### config.mk
export PLATFORM = sky130hd
export DESIGN_NAME = csr_counter_unit
export DESIGN_NICKNAME = d
export VERILOG_FILES = /design/src/rtl/ctr_pkg.sv /design/src/rtl/ctr_count64.sv /design/src/rtl/ctr_addr_decode.sv /design/src/rtl/csr_counter_unit.sv
export SDC_FILE = /design/constraint.sdc
export NUM_CORES = 1
export LEC_CHECK = 0
export ABC_AREA = 1
export BUFFER_PORTS_ARGS = -buffer_cell sky130_fd_sc_hd__buf_4
export CAP_MARGIN = 10
export CORE_ASPECT_RATIO = 1.75
export CORE_MARGIN = 2
export CORE_UTILIZATION = 45
export DETAILED_ROUTE_END_ITERATION = 16
export MAX_ROUTING_LAYER = met4
export PLACE_DENSITY = 0.71
export SLEW_MARGIN = 10
export SYNTH_ARGS = -nofsm -noshare
export SYNTH_HDL_FRONTEND = slang
export SYNTH_SLANG_ARGS = --single-unit
### constraint.sdc
create_clock -name clk -period 3.35 [get_ports clk]
set_input_delay 0.67 -clock clk [delete_from_list [all_inputs] [get_ports clk]]
set_output_delay 0.67 -clock clk [all_outputs]
set_load 0.02 [all_outputs]
### src/rtl/ctr_pkg.sv
package ctr_pkg;
    localparam int CSR_AW = 12;
    localparam int XLEN   = 32;
    localparam int CNT_W  = 64;

    localparam logic [CSR_AW-1:0] A_CYC_LO  = 12'hC00;
    localparam logic [CSR_AW-1:0] A_TIME_LO = 12'hC01;
    localparam logic [CSR_AW-1:0] A_RET_LO  = 12'hC02;
    localparam logic [CSR_AW-1:0] A_CYC_HI  = 12'hC80;
    localparam logic [CSR_AW-1:0] A_TIME_HI = 12'hC81;
    localparam logic [CSR_AW-1:0] A_RET_HI  = 12'hC82;

    typedef enum logic [2:0] {
        SEL_NONE,
        SEL_CYC_LO,
        SEL_CYC_HI,
        SEL_RET_LO,
        SEL_RET_HI
    } ctr_sel_e;
endpackage

### src/rtl/ctr_count64.sv
module ctr_count64 #(
    parameter int             W       = 64,
    parameter logic [W-1:0]   RST_VAL = '0
) (
    input  logic         clk,
    input  logic         rst,
    input  logic         inc_i,
    output logic [W-1:0] value_o
);
    localparam int HW = W / 2;
    localparam logic [HW-1:0]     LO_ONE = 1;
    localparam logic [W-HW-1:0]   HI_ONE = 1;

    logic [HW-1:0]   lo_q;
    logic [W-HW-1:0] hi_q;
    logic            lo_wrap;

    // carry into the upper half happens on the same edge as the low wrap
    assign lo_wrap = &lo_q;

    always_ff @(posedge clk) begin
        if (rst) begin
            lo_q <= RST_VAL[HW-1:0];
            hi_q <= RST_VAL[W-1:HW];
        end else if (inc_i) begin
            lo_q <= lo_q + LO_ONE;
            if (lo_wrap) begin
                hi_q <= hi_q + HI_ONE;
            end
        end
    end

    assign value_o = {hi_q, lo_q};
endmodule

### src/rtl/ctr_addr_decode.sv
module ctr_addr_decode
    import ctr_pkg::*;
(
    input  logic [CSR_AW-1:0] addr_i,
    output ctr_sel_e          sel_o,
    output logic              hit_o
);
    always_comb begin
        unique case (addr_i)
            A_CYC_LO, A_TIME_LO: sel_o = SEL_CYC_LO;
            A_CYC_HI, A_TIME_HI: sel_o = SEL_CYC_HI;
            A_RET_LO:            sel_o = SEL_RET_LO;
            A_RET_HI:            sel_o = SEL_RET_HI;
            default:             sel_o = SEL_NONE;
        endcase
        hit_o = (sel_o != SEL_NONE);
    end
endmodule

### src/rtl/csr_counter_unit.sv
module csr_counter_unit
    import ctr_pkg::*;
#(
    parameter logic [CNT_W-1:0] CYC_RST_VAL = '0,
    parameter logic [CNT_W-1:0] RET_RST_VAL = '0
) (
    input  logic              clk,
    input  logic              rst,
    input  logic              retire_i,
    input  logic              csr_valid_i,
    input  logic [CSR_AW-1:0] csr_addr_i,
    input  logic              csr_wr_intent_i,
    output logic              csr_hit_o,
    output logic [XLEN-1:0]   csr_rdata_o,
    output logic              csr_illegal_o
);
    logic [CNT_W-1:0] cyc_val;
    logic [CNT_W-1:0] ret_val;
    ctr_sel_e         sel;
    logic             hit;

    ctr_count64 #(.W(CNT_W), .RST_VAL(CYC_RST_VAL)) u_cyc (
        .clk     (clk),
        .rst     (rst),
        .inc_i   (1'b1),
        .value_o (cyc_val)
    );

    ctr_count64 #(.W(CNT_W), .RST_VAL(RET_RST_VAL)) u_ret (
        .clk     (clk),
        .rst     (rst),
        .inc_i   (retire_i),
        .value_o (ret_val)
    );

    ctr_addr_decode u_dec (
        .addr_i (csr_addr_i),
        .sel_o  (sel),
        .hit_o  (hit)
    );

    always_comb begin
        unique case (sel)
            SEL_CYC_LO: csr_rdata_o = cyc_val[XLEN-1:0];
            SEL_CYC_HI: csr_rdata_o = cyc_val[CNT_W-1:XLEN];
            SEL_RET_LO: csr_rdata_o = ret_val[XLEN-1:0];
            SEL_RET_HI: csr_rdata_o = ret_val[CNT_W-1:XLEN];
            default:    csr_rdata_o = '0;
        endcase
    end

    assign csr_hit_o     = hit;
    assign csr_illegal_o = csr_valid_i & csr_wr_intent_i & hit;
endmodule

==> flow_metrics.env, run 1 <==
export IMPL_ys_seq_area_share_pct=30.0
export IMPL_via_count=9265
export IMPL_gp_congestion=0.964
export IMPL_drtAntennaViolNets=0
export IMPL_cts_tree="yes"
export IMPL_synth_area_per_cell_sq_um=5.94
export IMPL_diodes=0
export IMPL_min_path_type="register to register"
export IMPL_clk_latency_ns=0.44
export IMPL_hold_path_depth=2
export IMPL_dr_pass1_iters=5
export IMPL_worst_slew_pin_slew_ns=1.07
export IMPL_ios=51
export IMPL_placed_cells_incl_taps=1690
export IMPL_path_clk_slew_ns=0.06
export IMPL_total_power_mw=3.42
export IMPL_cts_made_buffers=17
export IMPL_syn_area_sq_mm=0.00853
export IMPL_fp_dieArea_sq_mm=0.0201
export IMPL_clockBufferDepth=2
export IMPL_crit_path_end_kind="output port"
export IMPL_worstSetupStartpointType="input port"
export IMPL_final_nets=1492
export IMPL_via_per_inst=5.38
export IMPL_grt_pass1_wl_um=44400
export IMPL_antenna_found_initial=0
export IMPL_syn_nets=1458
export IMPL_powerDensity_mw_per_mm2=356
export IMPL_cts_hold_buffers=0
export IMPL_crit_required_ns=2.68
export IMPL_maxCapViolCount=0
export IMPL_core_area_sq_mm=0.0186
export IMPL_area_growth_pct=12.7
export IMPL_cts_resized=0
export IMPL_synth_cells=1437
export IMPL_ys_ff_latch=128
export IMPL_crit_type="input port to output port"
export IMPL_synth_distinct_cells=42
export IMPL_wl_um=28000
export IMPL_h_tree_depth=4
export IMPL_slew_viol_final=0
export IMPL_drc=0
export IMPL_clock_fmax_mhz=340
export IMPL_clock_skew_ns=0.0103
export IMPL_setup_viol_count_final=0
export IMPL_vdd_drop_max_mv=0.287
export IMPL_relSlewSlack_pct=28.6
export IMPL_root_buffer="clkbuf_16"
export IMPL_status="finished, final reports clean"
export IMPL_grt_max_degree=51
export IMPL_dp_hpwl_um=21300
export IMPL_die_x_um=108
export IMPL_place_ws_ns=0.439
export IMPL_report_final_hold_viol_count=0
export IMPL_row_count=66
export IMPL_r2r_cells=8
export IMPL_synth_warnings=0
export IMPL_wire_per_inst_um=16.3
export IMPL_r2r_slack_ns=1.17
export IMPL_drt_iter0_markers=864
export IMPL_rsz0062_at_grt="false"
export IMPL_die_h_um=186
export IMPL_crit_arrival_ns=2.27
export IMPL_post_cts_setup_buffers=0
export IMPL_period_share_pct=87.9
export IMPL_io_buffers=50
export IMPL_overflow=0
export IMPL_tns_ns=0
export IMPL_period_needed_ns=2.94
export IMPL_fin_ws_ns=0.406
export IMPL_drive_gt1_share_pct=9.04
export IMPL_grt_pass1_vias=8598
export IMPL_numClockSinks=128
export IMPL_p_leak_nw=3.45
export IMPL_initial_utilization_pct=45.9
export IMPL_instances_no_fill=1721
export IMPL_grt_usage_pct=29.5
export IMPL_worstPathMaxFanout=32
stage by stage:
step	hold WS [ns]	util, %	area, sq um
5_1_grt	0.527	51.7	9610
2_1_floorplan	0.441	-	8530
4_1_cts	0.500	51.7	9610
3_5_place_dp	0.485	48.7	9060
3_3_place_gp	0.482	48.7	9060
6_report	0.504	51.7	9610
cells in the final DEF, fill, tap and decap left out, drive strengths merged, types with 4 or more instances in the layout:
cell / synthesis / final
nand2: 568 / 568
nor2: 238 / 238
dfxtp: 128 / 128
inv: 111 / 111
a21oi: 90 / 90
nand3: 68 / 68
buf: 13 / 58
nand4: 47 / 47
nand3b: 36 / 36
xor2: 25 / 25
o21ai: 25 / 25
nor3: 25 / 25
clkbuf: 30 / 25
xnor2: 12 / 12
ha: 4 / 4
state kept, by name, indices dropped and copies added, names as in the netlist:
signal / count
u_ret.hi_q: 32
u_cyc.lo_q: 32
u_ret.lo_q: 32
u_cyc.hi_q: 32
where the power goes:
part | internal, mW | total, mW | switching [mW]
Clock | 1.13 | 1.82 | 0.692
Sequential | 1.53 | 1.54 | 0.00875
Combinational | 0.0235 | 0.0698 | 0.0463
layout make-up:
cell class	count	area, sq um
Fill cell	1965	8970
Multi-Input combinational cell	1155	5320
Sequential cell	128	2560
Clock buffer	25	475
Timing Repair Buffer	58	460
Inverter	111	419
Tap cell	238	298
Clock inverter	6	82.6
cell usage after synthesis, drive strengths merged:
cell    count  share of area (%)
nand2     568                 26
nor2      238                 11
dfxtp     128                 30
inv       111                4.9
a21oi      90                5.7
nand3      68                4.2
nand4      47                3.4
nand3b     36                3.2
clkbuf     30                1.6
nor3       25                1.7
o21ai      25                1.5
xor2       25                2.6
buf        13                1.2
xnor2      12                1.2
ha          4               0.59
and2        3               0.22
nor3b       3               0.26
o21bai      3               0.26
o21a        2               0.18
or2         2               0.15
a311oi      1               0.10
a31oi       1              0.073
and3        1               0.13
o22a        1               0.10
layer usage:
metal  global-route usage, %  routed length, um  vias to the layer above
met1                    32.9              10900                     4148
met4                    14.9               1380                        0
met5                       -                  0                        -
li1                        -                  -                     4654
met2                    50.8              13800                      370
met3                    4.67               1950                       93
worst max-delay path: stages:
cell      delay (ns)
buf_4           0.11
nor2_1          0.09
nand3_1         0.15
nor2_1          0.22
nand2_1         0.10
inv_1           0.07
buf_4           0.32
nand2_1         0.12
nand2_1         0.14
nand3b_1        0.13
buf_4           0.14
path summary, 6_finish.rpt:
check                                              endpoint                   startpoint
worst min-delay path            u_ret.hi_q[31]$_SDFFE_PP0P_  u_ret.hi_q[31]$_SDFFE_PP0P_
worst max-delay path                         csr_rdata_o[7]                csr_addr_i[9]
worst max register to register  u_cyc.hi_q[11]$_SDFFE_PP0P_     u_cyc.lo_q[0]$_SDFF_PP0_
worst min register to register  u_ret.hi_q[31]$_SDFFE_PP0P_  u_ret.hi_q[31]$_SDFFE_PP0P_
kinds of logic after synthesis:
kind of cell / Yosys count / synth area share [%]
buf+inv: 154 / 7.64
fa+ha+maj: 4 / 0.587
xor+xnor: 37 / 3.80
compound gates: 123 / 7.91
flops: 128 / 30.0
simple gates: 991 / 50.0
(Power assumes the default switching activity.)
==> run 2: changes to the inputs <==
--- a/config.mk
+++ b/config.mk
@@ -10,10 +10,10 @@
 export CAP_MARGIN = 10
 export CORE_ASPECT_RATIO = 1.75
 export CORE_MARGIN = 2
-export CORE_UTILIZATION = 45
+export CORE_UTILIZATION = 40
 export DETAILED_ROUTE_END_ITERATION = 16
 export MAX_ROUTING_LAYER = met4
-export PLACE_DENSITY = 0.71
+export PLACE_DENSITY = 0.65
 export SLEW_MARGIN = 10
 export SYNTH_ARGS = -nofsm -noshare
 export SYNTH_HDL_FRONTEND = slang
==> flow_metrics.env, run 2 (same netlist as run 1, synthesis figures left out) <==
export IMPL_worstPathMaxFanout=9
export IMPL_crit_arrival_ns=2.35
export IMPL_initial_utilization_pct=40.8
export IMPL_crit_path_end_kind="output port"
export IMPL_worstSetupStartpointType="input port"
export IMPL_slew_viol_final=0
export IMPL_diodes=0
export IMPL_vdd_drop_max_mv=0.196
export IMPL_instances_no_fill=1738
export IMPL_grt_pass1_vias=8559
export IMPL_wl_um=30000
export IMPL_clockBufferDepth=2
export IMPL_drive_gt1_share_pct=9.49
export IMPL_utilization_pct=46.0
export IMPL_post_cts_setup_buffers=0
export IMPL_r2r_cells=8
export IMPL_layout_commonest_cell="nand2_1"
export IMPL_cts_tree="yes"
export IMPL_io_buffers=50
export IMPL_clock_skew_ns=0.0105
export IMPL_clock_fmax_mhz=331
export IMPL_ios=51
export IMPL_core_area_sq_mm=0.0209
export IMPL_final_nets=1494
export IMPL_via_per_inst=5.25
export IMPL_placed_cells_incl_taps=1706
export IMPL_h_tree_depth=4
export IMPL_period_needed_ns=3.02
export IMPL_dp_hpwl_um=23000
export IMPL_area_growth_pct=12.8
export IMPL_rsz0062_at_grt="false"
export IMPL_period_share_pct=90.1
export IMPL_status="finished, final reports clean"
export IMPL_antenna_found_initial=0
export IMPL_cts_hold_buffers=0
export IMPL_fp_dieArea_sq_mm=0.0226
export IMPL_wire_per_inst_um=17.3
export IMPL_powerDensity_mw_per_mm2=353
export IMPL_worst_slew_pin_slew_ns=1.03
export IMPL_swShare_pct=22.8
export IMPL_p_leak_nw=3.45
export IMPL_via_count=9133
export IMPL_tns_ns=0
export IMPL_layout_common_cells="554 x nand2_1, 225 x nor2_1, 128 x dfxtp_1"
export IMPL_drt_iter0_markers=704
export IMPL_root_buffer="clkbuf_16"
export IMPL_pwr_share_comb_pct=2.1
export IMPL_numClockSinks=128
export IMPL_internal_power_mw=2.62
export IMPL_r2r_start="u_cyc.lo_q[0]$_SDFF_PP0_"
export IMPL_r2r_end="u_cyc.hi_q[29]$_SDFFE_PP0P_"
export IMPL_setup_viol_count_final=0
export IMPL_row_count=70
export IMPL_cts_made_buffers=17
export IMPL_dr_pass1_iters=5
export IMPL_path_clk_slew_ns=0.06
export IMPL_maxCapViolCount=0
export IMPL_endpoint="csr_rdata_o[19]"
export IMPL_drc=0
export IMPL_r2r_slack_ns=1.12
export IMPL_grt_pass1_wl_um=47400
export IMPL_min_path_type="register to register"
export IMPL_report_final_hold_viol_count=0
export IMPL_grt_usage_pct=28.1
export IMPL_die_h_um=197
export IMPL_switchingPower_uw=775
export IMPL_gp_congestion=1.02
export IMPL_clk_latency_ns=0.43
export IMPL_crit_required_ns=2.68
export IMPL_cts_resized=0
export IMPL_share_seq_of_total_power_pct=45.2
export IMPL_die_x_um=114
export IMPL_relSlewSlack_pct=31.3
export IMPL_overflow=0
export IMPL_crit_start="csr_addr_i[9]"
export IMPL_clkPwrFrac_pct=52.7
export IMPL_crit_type="input port to output port"
export IMPL_drtAntennaViolNets=0
export IMPL_grt_max_degree=52
==> run 2: cell count changes in the layout (fill, tap and decap cells not counted), sizes merged <==
cell	previous run	this run
buf	58	60
clkbuf	25	22
clkinv	3	6
clkinvlp	1	3
bufinv	2	1
==> run 2: power groups by stage <==
stage | Combinational, mW | Clock, mW | Sequential, mW
5_1_grt | 0.0813 | 1.88 | 1.54
3_5_place_dp | 0.0720 | 0 | 1.57
3_3_place_gp | 0.0709 | 0 | 1.57
2_1_floorplan | 0.0444 | 0 | 1.57
6_report | 0.0711 | 1.79 | 1.54
4_1_cts | 0.0720 | 1.82 | 1.54
==> run 2: layer usage <==
metal  wire length (um)  GRT usage (%)  share of wire [%]  vias up
met1              12600           33.2                 42     4107
li1                   -              -                  -     4649
met4               1830           16.1                6.1        0
met3               1200           3.47                4.0       89
met5                  0              -                  0        -
met2              14400           45.6                 48      288
==> run 2: how the worst min path moves through the flow <==
stage | start | to | slack [ns] | depth (start not counted)
floorplan | u_cyc.lo_q[0]$_SDFF_PP0_ | u_cyc.lo_q[0]$_SDFF_PP0_ | 0.44 | 1
global placement | u_ret.lo_q[10]$_SDFFE_PP0P_ | u_ret.lo_q[10]$_SDFFE_PP0P_ | 0.47 | 1
detailed placement | u_ret.lo_q[10]$_SDFFE_PP0P_ | u_ret.lo_q[10]$_SDFFE_PP0P_ | 0.49 | 1
CTS | u_ret.lo_q[10]$_SDFFE_PP0P_ | u_ret.lo_q[10]$_SDFFE_PP0P_ | 0.50 | 1
global route | u_ret.hi_q[31]$_SDFFE_PP0P_ | u_ret.hi_q[31]$_SDFFE_PP0P_ | 0.53 | 2
finish | u_ret.lo_q[10]$_SDFFE_PP0P_ | u_ret.lo_q[10]$_SDFFE_PP0P_ | 0.50 | 1
==> run 2: area by class of cell <==
cell class / count / area (sq um)
clock buffer: 22 / 474
fill: 2229 / 11300
tap: 252 / 315
inverter: 111 / 419
timing repair buffer: 60 / 450
multi-input combinational: 1155 / 5320
sequential: 128 / 2560
clock inverter: 10 / 86.3
==> run 2: critical path: stages <==
cell and delay, ns:
buf_4 0.12, nor2_1 0.09, nand3_1 0.09, nor2_1 0.29
o21a_1 0.44, buf_4 0.25, nand4_1 0.11, nand3b_1 0.14
buf_4 0.15
==> run 2: metrics by stage <==
stage | area (sq um) | power [mW] | setup WS (ns) | hold slack, ns
global route | 9620 | 3.50 | 0.115 | 0.526
global placement | 9060 | 1.64 | 0.343 | 0.473
detailed placement | 9060 | 1.64 | 0.343 | 0.486
finish | 9620 | 3.40 | 0.333 | 0.497
floorplan | 8530 | 1.61 | 0.839 | 0.441
CTS | 9620 | 3.43 | 0.339 | 0.500
==> run 3: changes to the inputs <==
--- a/config.mk
+++ b/config.mk
@@ -14,7 +14,8 @@
 export DETAILED_ROUTE_END_ITERATION = 16
 export MAX_ROUTING_LAYER = met4
 export PLACE_DENSITY = 0.65
-export SLEW_MARGIN = 10
+export RECOVER_POWER = 100
+export SLEW_MARGIN = 30
 export SYNTH_ARGS = -nofsm -noshare
 export SYNTH_HDL_FRONTEND = slang
 export SYNTH_SLANG_ARGS = --single-unit
==> flow_metrics.env, run 3 (same netlist as run 1, synthesis figures left out) <==
export IMPL_status="finished, final reports clean"
export IMPL_rsz0062_at_grt="false"
export IMPL_ios=51
export IMPL_wire_per_inst_um=17.4
export IMPL_fp_dieArea_sq_mm=0.0226
export IMPL_cpPeakStageDelay_ns=0.44
export IMPL_maxCapViolCount=0
export IMPL_cts_tree="yes"
export IMPL_cp_cell_sequence="buf_4 -> nor2_1 -> nand3_1 -> nor2_1 -> o21a_1 -> clkbuf_2 -> nand4_1 -> nand3b_1 -> clkbuf_1"
export IMPL_vdd_drop_max_mv=0.221
export IMPL_report_final_hold_viol_count=0
export IMPL_r2r_slack_ns=0.36
export IMPL_drtAntennaViolNets=0
export IMPL_hold_start="u_ret.lo_q[10]$_SDFFE_PP0P_"
export IMPL_final_nets=1494
export IMPL_row_count=70
export IMPL_grt_pass1_wl_um=47300
export IMPL_grt_usage_pct=28.1
export IMPL_tns_ns=0
export IMPL_powerDensity_mw_per_mm2=356
export IMPL_grt_pass1_vias=8608
export IMPL_core_area_sq_mm=0.0209
export IMPL_via_per_inst=5.26
export IMPL_cts_hold_buffers=0
export IMPL_crit_path_end_kind="output port"
export IMPL_initial_utilization_pct=40.8
export IMPL_r2r_cells=8
export IMPL_placed_area_sq_mm=0.00906
export IMPL_r2r_start="u_cyc.lo_q[0]$_SDFF_PP0_"
export IMPL_clock_skew_ns=0.00891
export IMPL_diodes=0
export IMPL_cts_made_buffers=17
export IMPL_drc=0
export IMPL_die_h_um=197
export IMPL_cpMostUsedCell="nor2_1"
export IMPL_crit_type="input port to output port"
export IMPL_drive_gt1_share_pct=7.27
export IMPL_slew_viol_final=0
export IMPL_drt_iter0_markers=681
export IMPL_fin_area_sq_mm=0.00945
export IMPL_path_clk_slew_ns=0.06
export IMPL_antenna_found_initial=0
export IMPL_crit_start="csr_addr_i[9]"
export IMPL_root_buffer="clkbuf_16"
export IMPL_io_buffers=50
export IMPL_via_count=9137
export IMPL_min_path_type="register to register"
export IMPL_grt_max_degree=52
export IMPL_worstSetupStartpointType="input port"
export IMPL_r2r_end="u_cyc.hi_q[29]$_SDFFE_PP0P_"
export IMPL_setup_viol_count_final=0
export IMPL_p_leak_nw=3.31
export IMPL_endpoint="csr_rdata_o[20]"
export IMPL_numClockSinks=128
export IMPL_area_growth_pct=10.8
export IMPL_layout_common_cells="556 x nand2_1, 228 x nor2_1, 128 x dfxtp_1"
export IMPL_die_x_um=114
export IMPL_post_cts_setup_buffers=0
export IMPL_n_fill_cell=2264
export IMPL_h_tree_depth=4
export IMPL_wl_um=30100
export IMPL_worstPathMaxFanout=9
export IMPL_crit_slowest_cell="o21a_1"
export IMPL_dr_pass1_iters=5
export IMPL_period_needed_ns=3.14
export IMPL_cp_buffers_inverters=3
export IMPL_dp_hpwl_um=23100
export IMPL_worst_slew_pin_slew_ns=1.43
export IMPL_relSlewSlack_pct=4.55
export IMPL_clockBufferDepth=2
export IMPL_crit_arrival_ns=2.47
export IMPL_overflow=0
export IMPL_path_depth=9
export IMPL_gp_congestion=1.02
export IMPL_crit_required_ns=2.68
export IMPL_cts_resized=0
export IMPL_clock_fmax_mhz=319
export IMPL_period_share_pct=93.7
export IMPL_cp_top_family="simple AND/OR/NAND/NOR gates"
export IMPL_layout_commonest_cell="nand2_1"
export IMPL_clk_latency_ns=0.43
export IMPL_total_power_mw=3.37
[run 3: cell count changes in the layout (fill, tap and decap cells not counted), sizes merged]
cell and delta:
clkinv +1, buf -30, clkbuf +28
[run 3: final cells by class]
| cell class | count | area, sq um | area share [%] |
|---|---|---|---|
| clock buffer | 20 | 457 | 4.83 |
| clock inverter | 11 | 91.3 | 0.966 |
| inverter | 111 | 419 | 4.43 |
| multi-input combinational | 1155 | 5260 | 55.6 |
| sequential | 128 | 2560 | 27.1 |
| tap | 252 | 315 | 3.34 |
| timing repair buffer | 60 | 352 | 3.72 |
[run 3: report_power, final]
| part | internal [mW] | total (mW) | switching, mW | leakage (nW) |
|---|---|---|---|---|
| Combinational | 0.0234 | 0.0704 | 0.0470 | 2.01 |
| Clock | 1.05 | 1.76 | 0.714 | 0.267 |
| Sequential | 1.53 | 1.54 | 0.00793 | 1.03 |
| Total | 2.60 | 3.37 | 0.769 | 3.31 |
[run 3: worst min path at each step]
stage	endpoint	slack, ns	cells after the start
floorplan	u_cyc.lo_q[0]$_SDFF_PP0_	0.44	1
global placement	u_ret.lo_q[10]$_SDFFE_PP0P_	0.47	1
detailed placement	u_ret.lo_q[10]$_SDFFE_PP0P_	0.48	1
CTS	u_ret.lo_q[10]$_SDFFE_PP0P_	0.50	1
global route	u_ret.hi_q[31]$_SDFFE_PP0P_	0.53	2
finish	u_ret.lo_q[10]$_SDFFE_PP0P_	0.50	1
[run 3: metal layers]
layer / routed length (um) / global-route usage, % / vias up / part of all wire [%]
met5: 0 / - / - / 0
met4: 1910 / 17.0 / 0 / 6.3
met3: 1330 / 3.62 / 94 / 4.4
met2: 14400 / 45.4 / 285 / 48
met1: 12500 / 33.0 / 4110 / 42
li1: - / - / 4648 / -
[run 3: per-stage QoR]
step	setup slack (ns)	utilization, %	hold WS, ns	std cells
final	0.212	45.2	0.495	1737
after global routing	0.0376	45.2	0.526	1737
after CTS	0.317	45.9	0.498	1737
after detailed placement	0.322	43.3	0.483	1706
after global placement	0.343	43.3	0.473	1706
after floorplan	0.839	-	0.441	1437
